<file path="config.mk">
export PLATFORM = sky130hd
export DESIGN_NAME = rtc_wake_cmp
export DESIGN_NICKNAME = d
export VERILOG_FILES = /design/src/rtl/rtc_wake_pkg.sv /design/src/rtl/rtc_wake_regs.sv /design/src/rtl/rtc_wake_detect.sv /design/src/rtl/rtc_wake_cmp.sv
export SDC_FILE = /design/constraint.sdc
export NUM_CORES = 1
export LEC_CHECK = 0
export BUFFER_PORTS_ARGS = -buffer_cell sky130_fd_sc_hd__buf_2
export CORE_AREA = 2 2 125 127
export DETAILED_ROUTE_END_ITERATION = 16
export DIE_AREA = 0 0 127 129
export PLACE_DENSITY = 0.69
export SKIP_LAST_GASP = 1
export SLEW_MARGIN = 5
export SYNTH_ARGS = -nofsm -noshare
export SYNTH_HDL_FRONTEND = slang
export SYNTH_HIERARCHICAL = 1
export SYNTH_SLANG_ARGS = --single-unit
export TNS_END_PERCENT = 5
</file>
<file path="constraint.sdc">
create_clock -name clk -period 2.75 [get_ports clk]
set_clock_uncertainty 0.2 [all_clocks]
set_input_delay 0.275 -clock clk [delete_from_list [all_inputs] [get_ports clk]]
set_output_delay 0.275 -clock clk [all_outputs]
set_load 0.01 [all_outputs]
</file>
<file path="src/rtl/rtc_wake_pkg.sv">
package rtc_wake_pkg;
  localparam int TIME_W  = 32;
  localparam int BYTE_W  = 8;
  localparam int ADDR_W  = 4;
  localparam int CAUSE_W = 4;
  localparam int CTL_W   = 4;

  // control bit positions
  localparam int CTL_EN    = 0;
  localparam int CTL_GO    = 1;
  localparam int CTL_LATCH = 2;
  localparam int CTL_NOBTN = 3;

  localparam logic [CAUSE_W-1:0] CAUSE_NONE  = CAUSE_W'(0);
  localparam logic [CAUSE_W-1:0] CAUSE_SLEEP = CAUSE_W'(6);

  // unsigned "reached" test
  function automatic logic time_reached(input logic [TIME_W-1:0] now,
                                        input logic [TIME_W-1:0] target);
    return now >= target;
  endfunction

  // modular sum for the latch command
  function automatic logic [TIME_W-1:0] time_after(input logic [TIME_W-1:0] now,
                                                   input logic [TIME_W-1:0] delta);
    return now + delta;
  endfunction
endpackage

</file>
<file path="src/rtl/rtc_wake_regs.sv">
module rtc_wake_regs
  import rtc_wake_pkg::*;
#(
  parameter int TW = TIME_W,
  parameter int AW = ADDR_W
) (
  input  logic              clk,
  input  logic              rst_n,
  input  logic              wr_en,
  input  logic [AW-1:0]     wr_addr,
  input  logic [BYTE_W-1:0] wr_data,
  input  logic [TW-1:0]     rtc_count,
  input  logic              wake_fire,
  output logic [CTL_W-1:0]  ctl,
  output logic [TW-1:0]     wake_time,
  output logic [TW-1:0]     add_val
);
  localparam int NBYTES    = TW / BYTE_W;
  localparam int CTL_ADDR  = 0;
  localparam int WAKE_BASE = 1;
  localparam int ADD_BASE  = WAKE_BASE + NBYTES;

  logic           ctl_hit;
  logic [TW-1:0]  latch_sum;

  assign ctl_hit   = wr_en && (wr_addr == AW'(CTL_ADDR));
  assign latch_sum = time_after(rtc_count, add_val);

  // control register
  always_ff @(posedge clk or negedge rst_n) begin
    if (!rst_n) begin
      ctl <= '0;
    end else begin
      if (ctl_hit) begin
        ctl[CTL_EN]    <= wr_data[CTL_EN];
        ctl[CTL_NOBTN] <= wr_data[CTL_NOBTN];
      end
      // latch bit: one cycle, then self-clear
      ctl[CTL_LATCH] <= ctl_hit && wr_data[CTL_LATCH];
      // activate bit: hardware wake clear wins over a host write
      if (wake_fire)    ctl[CTL_GO] <= 1'b0;
      else if (ctl_hit) ctl[CTL_GO] <= wr_data[CTL_GO];
    end
  end

  for (genvar i = 0; i < NBYTES; i++) begin : g_lane
    always_ff @(posedge clk or negedge rst_n) begin
      if (!rst_n) begin
        wake_time[i*BYTE_W +: BYTE_W] <= '0;
      end else if (ctl[CTL_LATCH]) begin
        wake_time[i*BYTE_W +: BYTE_W] <= latch_sum[i*BYTE_W +: BYTE_W];
      end else if (wr_en && wr_addr == AW'(WAKE_BASE + i)) begin
        wake_time[i*BYTE_W +: BYTE_W] <= wr_data;
      end
    end

    always_ff @(posedge clk or negedge rst_n) begin
      if (!rst_n) begin
        add_val[i*BYTE_W +: BYTE_W] <= '0;
      end else if (wr_en && wr_addr == AW'(ADD_BASE + i)) begin
        add_val[i*BYTE_W +: BYTE_W] <= wr_data;
      end
    end
  end
endmodule

</file>
<file path="src/rtl/rtc_wake_detect.sv">
module rtc_wake_detect
  import rtc_wake_pkg::*;
#(
  parameter int TW = TIME_W
) (
  input  logic               clk,
  input  logic               rst_n,
  input  logic               asleep,
  input  logic [TW-1:0]      rtc_count,
  input  logic [TW-1:0]      wake_time,
  input  logic               button_press,
  input  logic               button_block,
  output logic               wake_fire,
  output logic               wake_pulse,
  output logic [CAUSE_W-1:0] wake_cause
);
  logic time_hit;
  logic btn_hit;

  assign time_hit  = time_reached(rtc_count, wake_time);
  assign btn_hit   = button_press && !button_block;
  assign wake_fire = asleep && (time_hit || btn_hit);

  always_ff @(posedge clk or negedge rst_n) begin
    if (!rst_n) begin
      wake_pulse <= 1'b0;
      wake_cause <= CAUSE_NONE;
    end else begin
      wake_pulse <= wake_fire;
      if (wake_fire) wake_cause <= CAUSE_SLEEP;
    end
  end
endmodule

</file>
<file path="src/rtl/rtc_wake_cmp.sv">
module rtc_wake_cmp
  import rtc_wake_pkg::*;
#(
  parameter int TW = TIME_W,
  parameter int AW = ADDR_W
) (
  input  logic               clk,
  input  logic               rst_n,
  input  logic               wr_en,
  input  logic [AW-1:0]      wr_addr,
  input  logic [BYTE_W-1:0]  wr_data,
  input  logic [TW-1:0]      rtc_count,
  input  logic               button_press,
  output logic [BYTE_W-1:0]  ctl_q,
  output logic [TW-1:0]      wake_time,
  output logic               asleep,
  output logic               wake_pulse,
  output logic [CAUSE_W-1:0] wake_cause
);
  logic [CTL_W-1:0] ctl;
  logic [TW-1:0]    add_val;
  logic             wake_fire;

  rtc_wake_regs #(.TW(TW), .AW(AW)) u_regs (
    .clk       (clk),
    .rst_n     (rst_n),
    .wr_en     (wr_en),
    .wr_addr   (wr_addr),
    .wr_data   (wr_data),
    .rtc_count (rtc_count),
    .wake_fire (wake_fire),
    .ctl       (ctl),
    .wake_time (wake_time),
    .add_val   (add_val)
  );

  assign asleep = ctl[CTL_EN] && ctl[CTL_GO];
  assign ctl_q  = {{(BYTE_W-CTL_W){1'b0}}, ctl};

  rtc_wake_detect #(.TW(TW)) u_detect (
    .clk          (clk),
    .rst_n        (rst_n),
    .asleep       (asleep),
    .rtc_count    (rtc_count),
    .wake_time    (wake_time),
    .button_press (button_press),
    .button_block (ctl[CTL_NOBTN]),
    .wake_fire    (wake_fire),
    .wake_pulse   (wake_pulse),
    .wake_cause   (wake_cause)
  );
endmodule

</file>
# ---- Word-level counts from Yosys, hierarchy flattened
# Index checks and enable logic that the tools add are counted.
dict set report word_totals {
  in_bits 48
  register_bits 70
  out_inout_bits 46
  wordCells 54
}
dict set report classes {
  order_cmp 1
  addsub 1
  n_eq_ne 8
  n_reduce_logical 21
  mux 10
}
# op n
set op_table {}
lappend op_table {{2-to-1 mux 8 bit} 8}
lappend op_table {{adder 32 bit} 1}
lappend op_table {{>= comparator 32 bit} 1}
lappend op_table {{== test 4 x 3 -> 1 bit (second input constant)} 4}
lappend op_table {{logical AND 1 bit} 13}
lappend op_table {{nonzero test 2 bit} 5}
lappend op_table {{== test 4 x 2 -> 1 bit (second input constant)} 2}
lappend op_table {{== test 4 x 1 -> 1 bit (second input constant)} 1}
lappend op_table {{== test 4 bit (second input constant)} 1}
lappend op_table {{zero test 4 bit} 1}
lappend op_table {{2-to-1 mux 1 bit} 2}
lappend op_table {{zero test 1 bit} 1}
lappend op_table {{logical OR 1 bit} 1}

# ---- Logic depth before layout (Yosys ltp)
# Gate-level depths: netlist (run 1).
dict set report depth {
  word_depth 5
  ltp_mapped 8
  mapped_depth_nobuf 8
}

# ---- Hierarchy
# Netlist (run 1), hierarchy kept.
# mod n_inst cells_per_inst area_each_um2 seq_area_each_um2
set by_module_without_submodules {}
lappend by_module_without_submodules {rtc_wake_regs 1 509 4958.5 1701.6}
lappend by_module_without_submodules {rtc_wake_detect 1 122 902.1 50.0}
lappend by_module_without_submodules {rtc_wake_cmp 1 6 40.0 0.0}

# ---- Worst setup path after synthesis (run 1)
# Ideal clock, no wire load.
dict set report synth_timing {
  path_type {register to register}
  from {register u_regs.add_val[0]}
  to {register u_regs.wake_time[28]}
  stages_incl_launch_ff 9
  required_time_ns 2.455
  slack_ns 0.055
  synth_period_minus_slack_ns 2.695
  path_buffers 0
  setup_ns 0.095
  arrival_ns 2.400
  path_cell_list {dfrtp_1 ha_1 fa_1 a21o_1 a311o_1 a2111oi_4 o21ai_1 a221o_1 o31ai_1}
}
dict set report synth_between {
  elab_chain_cells 2
}
# item line_no
set synth_rtl {}
lappend synth_rtl {{start, declared} rtc_wake_regs.sv:16} ;# output logic [TW-1:0] add_val
lappend synth_rtl {{start signal, assigned by index} rtc_wake_regs.sv:61} ;# add_val[i*BYTE_W +: BYTE_W] <= wr_data;
lappend synth_rtl {{adder 32 bit} rtc_wake_pkg.sv:26} ;# return now + delta;
lappend synth_rtl {{2-to-1 mux 8 bit} rtc_wake_regs.sv:50} ;# end else if (ctl[CTL_LATCH]) begin
lappend synth_rtl {{end signal, assigned by index} rtc_wake_regs.sv:51} ;# wake_time[i*BYTE_W +: BYTE_W] <= latch_sum[i*BYTE_W +: BYTE_W];
lappend synth_rtl {{end signal, assigned by index} rtc_wake_regs.sv:53} ;# wake_time[i*BYTE_W +: BYTE_W] <= wr_data;
lappend synth_rtl {{end, declared} rtc_wake_regs.sv:15} ;# output logic [TW-1:0] wake_time,
# No other way between the ends.
# A chain may end at the register's enable or synchronous reset.

# ---- Worst setup path after layout (run 1)
dict set report layout_timing {
  from {register u_regs.add_val[0]}
  to {register u_regs.wake_time[24]}
}
# The elaborated chain is that of the path after synthesis.

==> metrics.cfg, run 1 <==
[power_and_ir_drop]
swShare = 0.409
p_leak_nw = 3.31
max-vdd-ir-drop_v = 0.000339
power.internal_mw = 3.15
p_comb_frac = 0.505
net-switching-power_mw = 2.18
power_density_mw_per_mm2 = 761
seqPwrFrac = 0.293
p_clk_frac = 0.202

[sta]
timing.final.crit_share = 0.984
tightest_slew_ps = 693
timing.fmax_mhz = 370
max_slew_margin = 0.536
hold_viol = 0
finalSetupViolCount = 0
period_minus_slack_ps = 2710
rsz0062_at_grt = true
drv_slew = 0

[cts]
cts-htree-levels = 3
cts_buffers = 9
clkTransAtPathRegs_ps = 60
clk_path_buf_depth = 2
worstSkewPairLatency_ps = 350
cts_root_buf = clkbuf_16
cts_sinks = 70
cts_tree = yes

[hold_path]
worstHoldStart = wr_addr[2]
hold_path_class = in2reg
min_to = u_regs/ctl[1]$_DFFE_PN0P_
min_path_cells = 4

[placement]
port-buffer-count = 87
dp_hpwl_um = 14400
dpl_cell_area_mm2 = 0.00671
place_congestion = 0.969
dp.cells = 922

[critical_path]
worstPathRequired_ps = 2780
worstPathMaxFanout = 3
ff2ff_setup_slack_ps = 40
r2r-start = u_regs/add_val[0]$_DFFE_PN0P_
startpoint = u_regs/add_val[0]$_DFFE_PN0P_
rr_worst_depth = 8
startpoint_type = flip-flop
worstSetupPathType = reg2reg
r2r-end = u_regs/wake_time[24]$_DFFE_PN0P_
cp.arrival_ps = 2730
worstSetupEndpointType = flip-flop

[synthesis]
ys_warn_count = 6
synth_edf_count = 0
syn_inst = 637
synth-seq-area-share = 0.297
ys_seq_elements = 70
netlist_area_mm2 = 0.00590
ys_async_sr_fraction = 1.00
ys.flop_type = dfrtp_1
ys_types = 70
avgSynthCellArea_um2 = 9.26

[grt]
grt_max_degree = 66
grt_first_pass_wirelength_um = 28500
antenna_found_initial = 0
track_usage = 0.230
grt_pass1_vias = 5103
overflow = 0

[detailed_routing]
wl_per_cell_um = 19.6
routed_via_density = 5.75
num_vias = 5398
first_pass_iters = 5
drc_errors = 0
drtAntennaViolNets = 0
drt_iter0_drc = 440
drt-total-wl_um = 18400

[run]
drv_cap = 0

[die]
die_area_mm2 = 0.0164
rows = 45
start_util = 0.394
io_pins = 94
core_area_mm2 = 0.0150
dieWidth_um = 127
die_y_um = 129

[cells_and_area]
final_cell_count_no_fill = 939
layout.nets = 859
stdcell_area_mm2 = 0.00700
drive_gt1_frac = 0.278
area_growth_pct = 18.6
diodes = 0

[outcome]
status = finished, final reports clean

[cell usage in the layout, fill, tap and decap left out, types with 8 or more instances in the layout]
master / count
buf_2: 86
dfrtp_1: 69
ha_1: 62
nand2_1: 55
a21oi_1: 52
mux2_2: 46
inv_1: 39
buf_4: 36
o21ai_0: 31
nor2_1: 23
mux2i_1: 21
xnor2_1: 14
nor3_1: 13
o21a_1: 12
a21o_1: 11
and2_1: 10
clkbuf_16: 9
nand3_1: 9
nand4_1: 8
a211oi_1: 8
o21ai_1: 8
[synthesized netlist by cell type, types with 3 or more instances]
library cell / instances / share of area
o22ai_1: 4 / 0.0042
xnor2_1: 14 / 0.021
a211oi_2: 6 / 0.013
a21o_1: 11 / 0.014
a21boi_0: 3 / 0.0038
o21ai_0: 32 / 0.027
buf_2: 8 / 0.0068
o2111ai_1: 4 / 0.0059
o211ai_1: 6 / 0.0076
o21ai_1: 8 / 0.0068
nand2_1: 55 / 0.035
a21oi_2: 3 / 0.0045
and4_1: 7 / 0.010
a221o_1: 3 / 0.0051
and3_1: 7 / 0.0074
buf_4: 7 / 0.0089
dfrtp_1: 70 / 0.30
or4_1: 3 / 0.0038
a311oi_1: 3 / 0.0045
mux2i_1: 21 / 0.036
nand4_1: 8 / 0.0085
nor3b_2: 3 / 0.0064
a211oi_1: 8 / 0.010
nor3_1: 13 / 0.011
a31oi_1: 3 / 0.0032
mux2_2: 46 / 0.088
nor4_1: 6 / 0.0064
a21oi_1: 52 / 0.044
o21a_1: 12 / 0.015
xor2_1: 5 / 0.0074
clkbuf_1: 13 / 0.0083
o31ai_1: 3 / 0.0038
and2_1: 10 / 0.011
nor2_1: 23 / 0.015
ha_1: 63 / 0.13
nand3b_1: 5 / 0.0064
inv_1: 39 / 0.025
nand3_1: 9 / 0.0076
[per-stage QoR]
stage	total power, mW	hold slack, ps	worst slack [ps]	utilization	setup TNS (ps)
floorplan	3.28	-221	55.0	-	0
global placement	4.18	60.6	-96.3	0.448	-229
detailed placement	4.22	63.5	-204	0.448	-608
CTS	5.33	68.9	8.27	0.467	0
global route	5.71	84.9	-71.0	0.467	-238
finish	5.33	83.6	44.6	0.467	0
[state kept, by name, indices dropped and copies added, names as in the netlist]
name and cells:
u_detect/wake_pulse 1, u_regs/wake_time 32, u_detect/wake_cause 1, u_regs/add_val 32, u_regs/ctl 4
[kinds of logic (layout without fill, tap and decap cells)]
kind of cell,Yosys count,in the layout,synth area share
compound gates,183,183,0.215
simple gates,161,161,0.144
flops,70,70,0.297
buf+inv,70,180,0.0522
mux,68,68,0.125
fa+ha+maj,64,64,0.137
xor+xnor,19,19,0.0282
other cells,2,6,0.00127
[worst max-delay path by stage]
stage / end / cells after the start
CTS: u_regs/wake_time[24]$_DFFE_PN0P_ / 8
detailed placement: u_regs/wake_time[24]$_DFFE_PN0P_ / 9
global placement: u_regs/wake_time[28]$_DFFE_PN0P_ / 9
finish: u_regs/wake_time[24]$_DFFE_PN0P_ / 8
floorplan: u_regs/wake_time[28]$_DFFE_PN0P_ / 8
global route: u_regs/wake_time[24]$_DFFE_PN0P_ / 8
[critical path, cell delays in order, from the launching register on]
cell and delay [ps]:
dfrtp_1 370, ha_2 190, fa_2 340, a21o_1 190, a311o_1 330, a2111oi_4 450
o21ai_2 150, nor4_1 270, nor3_1 90
[layer usage]
metal	vias to the layer above	track usage	share of wire
li1	2580	-	-
met1	2588	0.324	0.47
met2	187	0.341	0.43
met3	43	0.0462	0.059
met4	0	0.101	0.036
met5	-	0	0
[what timing repair did]
action | CTS | global route
gates resized for setup | 3 | 2
hold buffers | 1 | 0
setup buffers | 1 | 0
pin swaps | 5 | 1
gates cloned | 0 | 0
hold endpoints to repair | 31 | 0
endpoints found under the setup margin | 5 | 10
[power by group through the flow]
stage | sequential, mW | combinational (mW) | clock (mW)
CTS | 1.57 | 2.66 | 1.10
finish | 1.56 | 2.69 | 1.08
detailed placement | 1.58 | 2.64 | 0
global route | 1.60 | 2.97 | 1.14
global placement | 1.57 | 2.61 | 0
floorplan | 1.59 | 1.69 | 0
[area by class of cell]
| type | count | area, um^2 |
|---|---|---|
| clock buffer | 13 | 250 |
| timing repair buffer | 124 | 731 |
| multi-input combinational | 501 | 3870 |
| inverter | 41 | 155 |
| sequential | 70 | 1750 |
| fill | 1482 | 7980 |
| tap | 188 | 235 |
| clock inverter | 2 | 10.0 |
Power figures use the tool's default switching activity.
==> run 2, diff against run 1 <==
- ABC_AREA: default -> 1
- CORE_AREA: 2 2 125 127 -> 2 2 129 131
- CTS_BUF_LIST: default -> sky130_fd_sc_hd__clkbuf_4
- DIE_AREA: 0 0 127 129 -> 0 0 131 133
==> run 2 against run 1 <==
Synthesized cell count is 53% higher. Sequential share of layout area is 0.39 points lower. Global-route usage is 1.7 points higher. Combinational power is 9.7% lower. Register-to-register slack better by 390 ps.
==> metrics.cfg, run 2 <==
[hold_path]
min_path_cells = 6  ; was 4
hold_path_class = in2reg  ; unchanged
min_to = u_regs/wake_time[31]$_DFFE_PN0P_  ; was u_regs/ctl[1]$_DFFE_PN0P_
worstHoldStart = rtc_count[31]  ; was wr_addr[2]

[sta]
drv_slew = 0  ; unchanged
timing.fmax_mhz = 417  ; was 370 MHz
timing.final.crit_share = 0.871  ; was 0.984
rsz0062_at_grt = false  ; was true
hold_viol = 0  ; unchanged
holdWs_ps = 48.6  ; was 83.6 ps
finalSetupViolCount = 0  ; unchanged
max_slew_margin = 0.363  ; was 0.536
tns_ps = 0  ; unchanged
period_minus_slack_ps = 2400  ; was 2710 ps
tightest_slew_ps = 955  ; was 693 ps

[synthesis]
ys_seq_elements = 70  ; unchanged
yosys.area.top_type = dfrtp_1  ; unchanged
netlist_area_mm2 = 0.00628  ; was 0.00590 mm^2
synth-seq-area-share = 0.279  ; was 0.297
ys_warn_count = 6  ; unchanged
ys_types = 38  ; was 70
synth.most_common_cell = nand2_1  ; was dfrtp_1
yosys.area.top_type_share = 0.279  ; was 0.297
syn_inst = 972  ; was 637
ys_top_cells_by_count = 307 x nand2_1, 185 x inv_1, 75 x nor2_1  ; was 70 x dfrtp_1, 63 x ha_1, 55 x nand2_1
ys.flop_type = dfrtp_1  ; unchanged
synth_edf_count = 0  ; unchanged
synth.area.top_cells = dfrtp_1 28%, nand2_1 18%, ha_1 13%, inv_1 11%, a21oi_1 5.6%  ; was dfrtp_1 30%, ha_1 13%, mux2_2 8.8%, a21oi_1 4.4%, mux2i_1 3.6%
ys_async_sr_fraction = 1.00  ; unchanged
avgSynthCellArea_um2 = 6.46  ; was 9.26 um^2

[detailed_routing]
drt_iter0_drc = 501  ; was 440
wl_per_cell_um = 16.3  ; was 19.6 um
drtAntennaViolNets = 0  ; unchanged
first_pass_iters = 5  ; unchanged
routed_via_density = 4.97  ; was 5.75
num_vias = 6411  ; was 5,398
drc_errors = 0  ; unchanged
drt-total-wl_um = 21000  ; was 18,400 um

[critical_path]
r2r-start = u_regs/add_val[0]$_DFFE_PN0P_  ; unchanged
worstSetupEndpointType = flip-flop  ; unchanged
startpoint_type = primary input  ; was flip-flop
cp_num_buf_inv = 2  ; was 0
cpPeakStageDelay_ps = 530  ; was 450 ps
crit_slowest_cell = dlygate4sd3_1  ; was a2111oi_4
cp_top_family = simple AND/OR/NAND/NOR gates  ; was compound AO/OA/AOI/OAI gates
worstPathRequired_ps = 2910  ; was 2780 ps
crit_chain = dlygate4sd3_1, buf_2, ha_1, fa_1, nand3_1, nand3_1, nand2_1, nand3_1, nand2_1, nand4_1, nand3_1, nand2_1  ; was ha_2, fa_2, a21o_1, a311o_1, a2111oi_4, o21ai_2, nor4_1, nor3_1
r2r-end = u_regs/wake_time[24]$_DFFE_PN0P_  ; unchanged
ff2ff_setup_slack_ps = 430  ; was 40 ps
worstSetupPathType = in2reg  ; was reg2reg
rr_worst_depth = 10  ; was 8
critPathMostFrequentCell = nand3_1
worstPathMaxFanout = 5  ; was 3
cp.arrival_ps = 2550  ; was 2730 ps

[placement]
place_congestion = 1.01  ; was 0.969
dpl_cell_area_mm2 = 0.00690  ; was 0.00671 mm^2
dp_hpwl_um = 16500  ; was 14,400 um
port-buffer-count = 87  ; unchanged

[cells_and_area]
layout.nets = 1176  ; was 859
reg_top3 = u_regs/add_val x32, u_regs/wake_time x32, u_regs/ctl x4  ; unchanged
area_growth_pct = 13.1  ; was 18.6%
layout_common_cells = 307 x nand2_1, 185 x inv_1, 86 x buf_2  ; was 86 x buf_2, 69 x dfrtp_1, 62 x ha_1
fillers = 1713  ; was 1,482
final_common_cell = nand2_1  ; was buf_2
stdcell_area_mm2 = 0.00711  ; was 0.00700 mm^2
drive_gt1_frac = 0.128  ; was 0.278

[power_and_ir_drop]
max-vdd-ir-drop_v = 0.000283  ; was 0.000339 V
power_density_mw_per_mm2 = 650  ; was 761 mW/mm^2
p_leak_nw = 4.12  ; was 3.31 nW

[grt]
grt_pass1_vias = 6036  ; was 5,103
grt_first_pass_wirelength_um = 32000  ; was 28,500 um
overflow = 0  ; unchanged
track_usage = 0.247  ; was 0.230
grt_max_degree = 71  ; was 66
antenna_found_initial = 1  ; was 0

[cts]
clkTransAtPathRegs_ps = 110  ; was 60 ps
cts_resized = 0  ; was 3
clk_path_buf_depth = 2  ; unchanged
cts_root_buf = clkbuf_4  ; was clkbuf_16
worstSkewPairLatency_ps = 480  ; was 350 ps
cts_tree = yes  ; unchanged
cts-htree-levels = 3  ; unchanged
cts_sinks = 70  ; unchanged
cts_buffers = 9  ; unchanged

[die]
die_area_mm2 = 0.0174  ; was 0.0164 mm^2
dieWidth_um = 131  ; was 127 um
io_pins = 94  ; unchanged
rows = 47  ; was 45
start_util = 0.388  ; was 0.394
core_area_mm2 = 0.0162  ; was 0.0150 mm^2
die_y_um = 133  ; was 129 um

[outcome]
status = finished, final reports clean  ; unchanged

[run]
drv_cap = 0  ; unchanged

run 2: worst max path at each step:
stage,start,to,cells past startpoint,slack (ps)
after CTS,rtc_count[0],u_regs/wake_time[24]$_DFFE_PN0P_,13,400
after global placement,rtc_count[13],u_regs/wake_time[15]$_DFFE_PN0P_,10,520
after global routing,rtc_count[0],u_regs/wake_time[16]$_DFFE_PN0P_,11,250
final,rtc_count[0],u_regs/wake_time[24]$_DFFE_PN0P_,12,350
after floorplan,u_regs/add_val[0]$_DFFE_PN0P_,u_regs/wake_time[12]$_DFFE_PN0P_,8,740
after detailed placement,rtc_count[0],u_regs/wake_time[24]$_DFFE_PN0P_,11,440
run 2: through the flow:
stage	util	setup WS, ps	total power [mW]	std cells
global placement	0.427	515	3.87	1266
global route	0.439	253	5.04	1289
detailed placement	0.427	444	3.91	1266
finish	0.439	354	4.62	1289
CTS	0.439	403	4.62	1288
floorplan	-	741	3.12	976
run 2: layout make-up:
| type | count | area (um^2) | share of cell area |
|---|---|---|---|
| Antenna cell | 1 | 2.50 | 0.000352 |
| Clock buffer | 11 | 82.6 | 0.0116 |
| Clock inverter | 4 | 48.8 | 0.00687 |
| Inverter | 191 | 718 | 0.101 |
| Multi-Input combinational cell | 696 | 3690 | 0.519 |
| Sequential cell | 70 | 1750 | 0.247 |
| Tap cell | 220 | 275 | 0.0387 |
| Timing Repair Buffer | 96 | 536 | 0.0754 |
run 2: logic make-up (layout without fill, tap and decap cells):
family / count (synthesis) / in the layout / share of synthesized area
AOI/OAI and AO/OA: 136 / 136 / 0.119
buffers and inverters: 210 / 302 / 0.136
DFF: 70 / 70 / 0.279
and+or+nand+nor: 486 / 486 / 0.331
other: 2 / 7 / 0.00120
xor gates and xnor gates: 4 / 4 / 0.00558
adders and majority gates: 64 / 64 / 0.129
run 2: timing repair:
| action | in CTS | in global routing |
|---|---|---|
| buffers inserted | 0 | 0 |
| endpoints found under the hold margin | 80 | 0 |
| hold buffers | 7 | 0 |
| setup endpoints to repair | 0 | 0 |
run 2: where the power goes:
group          internal (mW)  switching (mW)
sequential              1.28           0.211
clock                  0.291           0.401
combinational          0.884            1.55
run 2: worst register-to-register path, delay by kind of cell, from the launching register on:
family        cells  cell delay (ps)
fa+ha+maj         2              690
flops             1              410
simple gates      8              910
run 2: metal layers:
layer / track usage / vias to the layer above / share of wire
met5: 0 / - / 0
met4: 0.0987 / 0 / 0.040
met3: 0.0404 / 38 / 0.064
met2: 0.403 / 221 / 0.46
met1: 0.323 / 2922 / 0.43
li1: - / 3230 / -
==> run 3, diff against run 2 <==
- CORE_AREA: 2 2 129 131 -> 2 2 137 139
- DIE_AREA: 0 0 131 133 -> 0 0 139 141
- PLACE_DENSITY: 0.69 -> 0.63
==> run 3 against run 2 <==
Register-to-register slack improved by 30 ps. Routed wire length rose by 1.4%. Via count fell by 0.20%. Sequential cell count did not move. Clock power fell by 14%. Critical path depth did not move. Sequential power barely moved. Die area rose by 12%. Final cell count rose by 1.3%. Hold slack got worse by 16 ps. Critical path type unchanged. Largest power group unchanged.
==> metrics.cfg, run 3 (synthesis gave the netlist of run 2 again) <==
[sta]
rsz0062_at_grt = false  ; unchanged
tightest_slew_ps = 724  ; was 955 ps
drv_slew = 0  ; unchanged
timing.fmax_mhz = 424  ; was 417 MHz
period_minus_slack_ps = 2360  ; was 2400 ps
finalSetupViolCount = 0  ; unchanged
tns_ps = 0  ; unchanged
timing.final.crit_share = 0.859  ; was 0.871
max_slew_margin = 0.516  ; was 0.363
hold_viol = 0  ; unchanged

[cts]
cts_sinks = 70  ; unchanged
cts_buffers = 9  ; unchanged
clk_path_buf_depth = 2  ; unchanged
cts_setup_buffers = 0  ; unchanged
cts_resized = 0  ; unchanged
cts_tree = yes  ; unchanged
worstSkewPairLatency_ps = 470  ; was 480 ps
clkTransAtPathRegs_ps = 130  ; was 110 ps
cts_root_buf = clkbuf_4  ; unchanged
cts-htree-levels = 3  ; unchanged

[cells_and_area]
layout_common_cells = 307 x nand2_1, 185 x inv_1, 86 x buf_2  ; unchanged
reg_top3 = u_regs/add_val x32, u_regs/wake_time x32, u_regs/ctl x4  ; unchanged
layout.nets = 1179  ; was 1,176
drive_gt1_frac = 0.130  ; was 0.128
diodes = 0  ; was 1
area_growth_pct = 13.1  ; about the same
fillers = 2018  ; was 1,713
final_common_cell = nand2_1  ; unchanged
final_cell_count_no_fill = 1306  ; was 1,289

[power_and_ir_drop]
max-vdd-ir-drop_v = 0.000238  ; was 0.000283 V
net-switching-power_mw = 2.18  ; was 2.16 mW
p_comb_frac = 0.537  ; was 0.527
swShare = 0.481  ; was 0.468
seqPwrFrac = 0.331  ; was 0.324
p_clk_frac = 0.131  ; was 0.150
power.internal_mw = 2.36  ; was 2.46 mW
p_leak_nw = 4.11  ; was 4.12 nW
power_density_mw_per_mm2 = 639  ; was 650 mW/mm^2

[placement]
dp_hpwl_um = 16900  ; was 16,500 um
dp.cells = 1284  ; was 1,266
port-buffer-count = 87  ; unchanged
place_congestion = 1.00  ; was 1.01

[detailed_routing]
num_vias = 6398  ; was 6,411
drtAntennaViolNets = 0  ; unchanged
routed_via_density = 4.90  ; was 4.97
drt_iter0_drc = 453  ; was 501
drt-total-wl_um = 21300  ; was 21,000 um
drc_errors = 0  ; unchanged
wl_per_cell_um = 16.3  ; about the same
first_pass_iters = 5  ; unchanged

[die]
die_area_mm2 = 0.0196  ; was 0.0174 mm^2
die_y_um = 141  ; was 133 um
dieWidth_um = 139  ; was 131 um
rows = 50  ; was 47
io_pins = 94  ; unchanged
start_util = 0.344  ; was 0.388
core_area_mm2 = 0.0183  ; was 0.0162 mm^2

[critical_path]
worstSetupEndpointType = flip-flop  ; unchanged
startpoint_type = primary input  ; unchanged
worstPathRequired_ps = 2920  ; was 2910 ps
worstPathMaxFanout = 5  ; unchanged
cp.arrival_ps = 2540  ; was 2550 ps
worstSetupPathType = in2reg  ; unchanged

[grt]
overflow = 0  ; unchanged
grt_max_degree = 42  ; was 71
track_usage = 0.222  ; was 0.247
grt_pass1_vias = 6095  ; was 6,036
grt_first_pass_wirelength_um = 33300  ; was 32,000 um
antenna_found_initial = 0  ; was 1

[hold_path]
hold_path_class = in2reg  ; unchanged

[run]
drv_cap = 0  ; unchanged

[outcome]
status = finished, final reports clean  ; unchanged

## run 3: per-stage QoR
stage                util  total power, mW  setup slack (ps)  area (um^2)  hold slack, ps
floorplan               -             3.12               741         6290            -221
CTS                 0.389             4.54               444         7100            13.5
detailed placement  0.380             3.93               462         6940            99.0
global placement    0.380             3.89               512         6940             103
global route        0.389             4.99               239         7100            51.1
finish              0.389             4.54               389         7100            32.3
## run 3: critical path, stage by stage
cell           delay (ps)
dlygate4sd3_1         530
buf_2                 130
ha_1                  240
fa_1                  450
nand3_1               110
nand3_1               160
nand2_1               100
nand3_1               160
nand2_1               130
nand4_1                90
nand3_1               100
nand2_1                50
## run 3: worst paths after layout
check	startpoint	end	slack (ps)	depth (start not counted)
worst max-delay path	rtc_count[0]	u_regs/wake_time[24]$_DFFE_PN0P_	390	12
max in group asynchronous	rst_n	u_regs/add_val[3]$_DFFE_PN0P_	1550	3
min in group asynchronous	rst_n	u_regs/ctl[0]$_DFFE_PN0P_	120	2
worst max register to register	u_regs/wake_time[9]$_DFFE_PN0P_	u_regs/ctl[1]$_DFFE_PN0P_	460	11
worst min-delay path	rtc_count[31]	u_regs/wake_time[31]$_DFFE_PN0P_	30	5
worst min register to register	u_detect/wake_cause[1]$_DFFE_PN0P_	u_detect/wake_cause[1]$_DFFE_PN0P_	310	2
## run 3: what timing repair did
item | 4_1_cts | 5_1_grt
hold endpoints to repair | 44 | 0
hold buffers | 6 | 0
endpoints found under the setup margin | 0 | 0
## run 3: area by class of cell
class	instances	area, um^2	area share
multi-input cells	696	3690	0.520
well taps	234	293	0.0412
flip-flops and latches	70	1750	0.247
inverters	191	718	0.101
repair buffers	99	543	0.0765
clock buffers	10	75.1	0.0106
clock inverters	6	28.8	0.00405
## run 3: layer usage
metal / GRT usage / up-vias / wire length, um
met3: 0.0384 / 45 / 1020
met1: 0.294 / 2928 / 9670
met5: 0 / - / 0
li1: - / 3230 / -
met2: 0.365 / 195 / 9800
met4: 0.0840 / 0 / 771
## run 3: power groups by stage
stage	sequential [mW]	combinational [mW]	clock, mW
floorplan	1.53	1.60	0
global placement	1.52	2.37	0
detailed placement	1.53	2.40	0
CTS	1.51	2.42	0.620
global route	1.54	2.78	0.666
finish	1.50	2.44	0.597
